`src/rtl/ppi_pkg.sv`:
```
package ppi_pkg;
    localparam int PW  = 8;
    localparam int AW  = 2;
    localparam int HW  = PW / 2;
    localparam int IXW = $clog2(PW);

    localparam logic [AW-1:0] SEL_A   = 2'd0;
    localparam logic [AW-1:0] SEL_B   = 2'd1;
    localparam logic [AW-1:0] SEL_C   = 2'd2;
    localparam logic [AW-1:0] SEL_CTL = 2'd3;

    // control word bit positions (1 = input)
    localparam int B_DIR_CL = 0;
    localparam int B_DIR_B  = 1;
    localparam int B_DIR_CU = 3;
    localparam int B_DIR_A  = 4;
    localparam int B_KIND   = 7;

    localparam logic [PW-2:0] CTL_RST = 7'h1B;

    typedef struct packed {
        logic [PW-2:0] ctl;
        logic [PW-1:0] lat_a;
        logic [PW-1:0] lat_b;
        logic [PW-1:0] lat_c;
    } ppi_state_t;
endpackage

```
`src/rtl/ppi_wr_strobe.sv`:
```
module ppi_wr_strobe (
    input  logic clk,
    input  logic rst,
    input  logic cs_n,
    input  logic wr_n,
    output logic commit
);
    logic wr_n_d, wr_n_q;

    always_comb begin
        wr_n_d = wr_n;
        commit = !cs_n && !wr_n_q && wr_n;
    end

    always_ff @(posedge clk) begin
        if (rst) wr_n_q <= 1'b1;
        else     wr_n_q <= wr_n_d;
    end
endmodule

```
`src/rtl/ppi_regfile.sv`:
```
module ppi_regfile
    import ppi_pkg::*;
(
    input  logic          clk,
    input  logic          rst,
    input  logic          commit,
    input  logic [AW-1:0] addr,
    input  logic [PW-1:0] din,
    output ppi_state_t    st
);
    ppi_state_t st_d, st_q;

    always_comb begin
        st_d = st_q;
        if (commit) begin
            case (addr)
                SEL_A:   st_d.lat_a = din;
                SEL_B:   st_d.lat_b = din;
                SEL_C:   st_d.lat_c = din;
                default: begin
                    if (din[B_KIND]) st_d.ctl = din[PW-2:0];
                    else             st_d.lat_c[din[IXW:1]] = din[0];
                end
            endcase
        end
    end

    always_ff @(posedge clk) begin
        if (rst) begin
            st_q.ctl   <= CTL_RST;
            st_q.lat_a <= '0;
            st_q.lat_b <= '0;
            st_q.lat_c <= '0;
        end else begin
            st_q <= st_d;
        end
    end

    assign st = st_q;
endmodule

```
`src/rtl/ppi_rd_mux.sv`:
```
module ppi_rd_mux
    import ppi_pkg::*;
(
    input  logic          rd_en,
    input  logic [AW-1:0] addr,
    input  ppi_state_t    st,
    input  logic [PW-1:0] pa_in,
    input  logic [PW-1:0] pb_in,
    input  logic [PW-1:0] pc_in,
    output logic [PW-1:0] dout
);
    logic [PW-1:0] c_view;
    logic [1:0]    c_dir;

    assign c_dir = {st.ctl[B_DIR_CU], st.ctl[B_DIR_CL]};

    for (genvar n = 0; n < 2; n++) begin : g_nib
        assign c_view[n*HW +: HW] = c_dir[n] ? pc_in[n*HW +: HW] : st.lat_c[n*HW +: HW];
    end

    always_comb begin
        dout = '0;
        if (rd_en) begin
            case (addr)
                SEL_A:   dout = st.ctl[B_DIR_A] ? pa_in : st.lat_a;
                SEL_B:   dout = st.ctl[B_DIR_B] ? pb_in : st.lat_b;
                SEL_C:   dout = c_view;
                default: dout = {1'b1, st.ctl};
            endcase
        end
    end
endmodule

```
`src/rtl/ppi_core.sv`:
```
module ppi_core
    import ppi_pkg::*;
(
    input  logic          clk,
    input  logic          rst,
    input  logic          cs_n,
    input  logic          rd_n,
    input  logic          wr_n,
    input  logic [AW-1:0] addr,
    input  logic [PW-1:0] din,
    output logic [PW-1:0] dout,
    input  logic [PW-1:0] pa_in,
    output logic [PW-1:0] pa_out,
    output logic          pa_oe,
    input  logic [PW-1:0] pb_in,
    output logic [PW-1:0] pb_out,
    output logic          pb_oe,
    input  logic [PW-1:0] pc_in,
    output logic [PW-1:0] pc_out,
    output logic [PW-1:0] pc_oe
);
    logic       commit;
    ppi_state_t st;

    ppi_wr_strobe u_strobe (
        .clk    (clk),
        .rst    (rst),
        .cs_n   (cs_n),
        .wr_n   (wr_n),
        .commit (commit)
    );

    ppi_regfile u_regs (
        .clk    (clk),
        .rst    (rst),
        .commit (commit),
        .addr   (addr),
        .din    (din),
        .st     (st)
    );

    ppi_rd_mux u_rd (
        .rd_en (!cs_n && !rd_n),
        .addr  (addr),
        .st    (st),
        .pa_in (pa_in),
        .pb_in (pb_in),
        .pc_in (pc_in),
        .dout  (dout)
    );

    assign pa_out = st.lat_a;
    assign pb_out = st.lat_b;
    assign pc_out = st.lat_c;
    assign pa_oe  = !st.ctl[B_DIR_A];
    assign pb_oe  = !st.ctl[B_DIR_B];
    assign pc_oe  = {{HW{!st.ctl[B_DIR_CU]}}, {HW{!st.ctl[B_DIR_CL]}}};
endmodule

```
`config.mk`:
```
export PLATFORM = sky130hd
export DESIGN_NAME = ppi_core
export DESIGN_NICKNAME = d
export VERILOG_FILES = /design/src/rtl/ppi_pkg.sv /design/src/rtl/ppi_wr_strobe.sv /design/src/rtl/ppi_regfile.sv /design/src/rtl/ppi_rd_mux.sv /design/src/rtl/ppi_core.sv
export SDC_FILE = /design/constraint.sdc
export NUM_CORES = 1
export LEC_CHECK = 0
export ABC_AREA = 0
export BUFFER_PORTS_ARGS = -buffer_cell sky130_fd_sc_hd__buf_2
export CELL_PAD_IN_SITES_DETAIL_PLACEMENT = 0
export CELL_PAD_IN_SITES_GLOBAL_PLACEMENT = 2
export CORE_ASPECT_RATIO = 1.2
export CORE_MARGIN = 2
export CORE_UTILIZATION = 25
export DETAILED_ROUTE_END_ITERATION = 10
export HOLD_SLACK_MARGIN = 0.05
export PLACE_DENSITY = 0.79
export SYNTH_ARGS = -nofsm -noshare
export SYNTH_HDL_FRONTEND = slang
export SYNTH_SLANG_ARGS = --single-unit
```
`constraint.sdc`:
```
create_clock -name clk -period 1.29 [get_ports clk]
set_input_delay 0.129 -clock clk [delete_from_list [all_inputs] [get_ports clk]]
set_output_delay 0.129 -clock clk [all_outputs]
set_load 0.005 [all_outputs]
```
==> run summary <==
The run finished, with violations left. The checks that failed: setup timing. The share of the synthesized area in the top cell type is 30.4%. Including well taps, the total number of placed cells is 417. The maximum buffer depth of the clock tree came out at 2.

Of the total power, the share spent switching nets is 26.1%. The type of element launching the critical path is a flop. The number of violations reported at the end of detailed-routing iteration 0 is 88. The proportion of power drawn by combinational gates is 17.2%. The number of nets in the layout is 353. The maximum number of pins on one net before global-route repair came out at 33. By area the synthesized netlist is led by dfxtp_1, mux2i_1, buf_4, nor2_1, a21oi_1. The slowest stage of the critical path is the dfxtp_4 cell. From synthesis to final layout, the design area changed by 36.9%.

The switching component of the power is 0.618 mW. The tree is rooted in a clkbuf_8. The endpoint kind of the worst setup timing path is an output port. The met1 track utilization from global routing came out at 19.2%. The max-cap violation count is 0.

The total overflow left after global routing is 0. The first-pass GRT wire length came out at 10.9 mm. The routed wire length came out at 6.94 mm. The relative contribution of sequential cells to total power came out at 42.1%. The type of the setup path with the least slack is reg2out. The number of iterations in the first detailed-routing pass came out at 7. The worst slack after detailed placement is -107 ps.

The number of synthesized register bits is 32. The worst-margin pin slew is 632 ps. Setup repair after global routing could not meet its margin everywhere.

The area of the mapped netlist came out at 0.00211 mm^2. The power density normalized to cell area came out at 821 mW/mm^2. The peak ir drop on the vdd network came out at 0.326 mV. The initial core utilization came out at 25.9%. The initial antenna violation count came to 0.

In the finished design, the share of the clock period the worst path needs comes to 124%. In this run the worst path has a maximum fanout of 3. The number of non-filler instances in the completed layout came out at 429.

In this run the most used layer during global routing was met2. After synthesis, the netlist uses 40 different library cells. The placer's final routability congestion estimate came out at 0.814. The count of buffer and inverter cells on the critical path is 2.

The TritonCTS buffer count came out at 5. The number of endpoints failing setup at the final stage came out at 26. The longest individual stage delay on the worst path is 370 ps. The number of nets with antenna violations after detailed routing came out at 0. The routing usage on met3 is 2.84%. The TritonCTS clock tree is built.

The yosys synthesis warning count is 0. The final design utilization came out at 35.4%. The number of clock sinks seen by CTS is 32.

The area of the placeable core is 0.00815 mm^2. The clock network latency to the later pin of the worst-skew pair came out at 290 ps. The number of primary I/O pins came out at 81. The post-synthesis sequential area ratio is 30.4%. The number of placement rows is 36. Of the total power, the clock network draws 40.7%. In the final routed layout, each cell accounts on average for 16.2 um.

Summed over all failing endpoints, the final setup total negative slack is -2650 ps. The commonest register cell after synthesis is dfxtp_1. Data arrives at the worst endpoint at 1470 ps.

The synthesized area per cell is 8.71 um^2. The post-synth net total came out at 281. The CTS clock-pin slew for the worst setup and hold paths came out at 70 ps. The number of antenna cells inserted is 0.

The largest total area in the synthesized netlist belongs to dfxtp_1. Global routing consumed, on the met2 layer, 26.7% of the routing resources. Setup slack on the critical path of the routed design comes to -312 ps. The die span in y came out at 105 um. The port buffer count is 80. The post-DP HPWL came out at 5.33 mm. The fmax came out at 624 MHz. The mean number of vias per cell is 4.62.

The H-tree depth is 2. The count of endpoints failing hold in the final timing report is 0. The routed layout has 1980 vias. Clock skew on the completed layout was measured at 3.33 ps. Yosys mapped a number of flops with a built-in enable equal to 0. The number of pins with negative max-slew slack in the final report is 0. The width of the die is 87.8 um. In the final layout, flip-flops and latches occupy 654 um^2. The combined global-route utilization of all metal layers came out at 15.4%. The floorplan die area came out at 0.00919 mm^2.

Broken down by cell family, the worst path's largest delay share belongs to flip-flops. The fraction of final layout cells sized beyond drive strength 1 is 50.8%. For the finished layout, the period the worst path requires is 1600 ps. The number of standard cells after synthesis is 242.

For the worst setup path, the data required time is 1160 ps. The classification of the worst-slack hold path is in2reg. The number of global-route vias before repair is 2022.

The cell-internal power came out at 1.75 mW. For this run, asynchronously set or reset flops after synthesis account for 0%. Traced cell by cell, the critical path runs through buf_6, mux2i_4, o22ai_2, o221a_1, buf_2. The number of fill cells came out at 869. The leakage power figure came out at 1.51 nW. The completed layout was analyzed and its total power is 2.37 mW.

Headroom to the max-slew limit came out at 57.9%. The final routed DRC violation total came out at 0. The area taken by multi-input logic gates is 0.00125 mm^2.
## through the flow
step / instance area, um^2 / hold slack, ps
6_report: 2890 / 146
5_1_grt: 2890 / 142
4_1_cts: 2750 / 149
3_5_place_dp: 2550 / 330
3_3_place_gp: 2550 / 335
2_1_floorplan: 2110 / 223
## flip-flops by register name (all words and copies together) (netlist names)
name	flops
u_regs.st	31
u_strobe.wr_n_q	1
## metal layers
layer | up-vias | share of wire [%]
li1 | 967 | -
met1 | 939 | 44
met2 | 66 | 50
met3 | 8 | 4.7
met4 | 0 | 1.3
met5 | - | 0
## power groups by stage
stage / clock [mW] / sequential (mW) / combinational [mW]
global route: 1.04 / 0.999 / 0.438
global placement: 0 / 1.03 / 0.353
CTS: 0.981 / 1.00 / 0.375
detailed placement: 0 / 1.03 / 0.355
floorplan: 0 / 1.02 / 0.181
finish: 0.964 / 0.998 / 0.407
## synth_stat cells (4+ instances only)
cell type   n
mux2i_1    38
buf_4      33
dfxtp_1    32
nor2_1     31
a21oi_1    12
o21ai_0    11
buf_2       8
clkbuf_1    7
o211ai_1    6
mux2_1      5
a211o_1     4
a211oi_1    4
inv_1       4
nor3_1      4
o22a_1      4
## cell usage in the layout, fill, tap and decap left out, drive strengths merged, types with 4 or more instances in the layout
| cell type | netlist | layout |
|---|---|---|
| buf | 42 | 113 |
| dfxtp | 32 | 32 |
| o22a | 4 | 4 |
| mux2 | 8 | 8 |
| nor2 | 31 | 31 |
| o211ai | 6 | 6 |
| inv | 7 | 7 |
| nand2b | 4 | 4 |
| a21oi | 12 | 12 |
| nor3 | 4 | 4 |
| o21ai | 13 | 13 |
| mux2i | 38 | 38 |
| a211o | 4 | 4 |
| a211oi | 4 | 4 |
| clkbuf | 7 | 6 |
## tightest hold or removal path: cells and delay by family
| family | cells | cell delay (ps) |
|---|---|---|
| multiplexers | 1 | 70 |
| buffers and inverters | 1 | 120 |
| AND/OR/NAND/NOR | 1 | 70 |
## kinds of logic after synthesis
family / Yosys count / synth area share, %
buffers and inverters: 56 / 16.7
AND/OR/NAND/NOR: 55 / 13.4
AO/OA/AOI/OAI: 53 / 17.2
multiplexers: 46 / 22.3
flip-flops: 32 / 30.4
## final cells by class
type	count	share of cell area, %
multi-input cells	154	43.4
clock buffers	6	2.51
well taps	114	4.94
inverters	7	0.910
flip-flops and latches	32	22.7
repair buffers	114	24.4
clock inverters	2	1.21
## worst paths after layout
| kind | depth (start not counted) | from | end | slack, ps |
|---|---|---|---|---|
| max reg2reg | 5 | u_strobe.wr_n_q | u_regs.st[27] | -70 |
| min | 3 | din[5] | u_regs.st[13] | 150 |
| max | 5 | u_regs.st[25] | dout[0] | -310 |
| min reg2reg | 2 | u_regs.st[2] | u_regs.st[2] | 480 |
## repair_timing
action	4_1_cts	5_1_grt
hold buffers	1	0
gates resized for setup	26	27
pin swaps	13	8
hold endpoints to repair	1	0
endpoints found under the setup margin	30	39
setup buffers	1	2
Power figures use the tool's default switching activity.
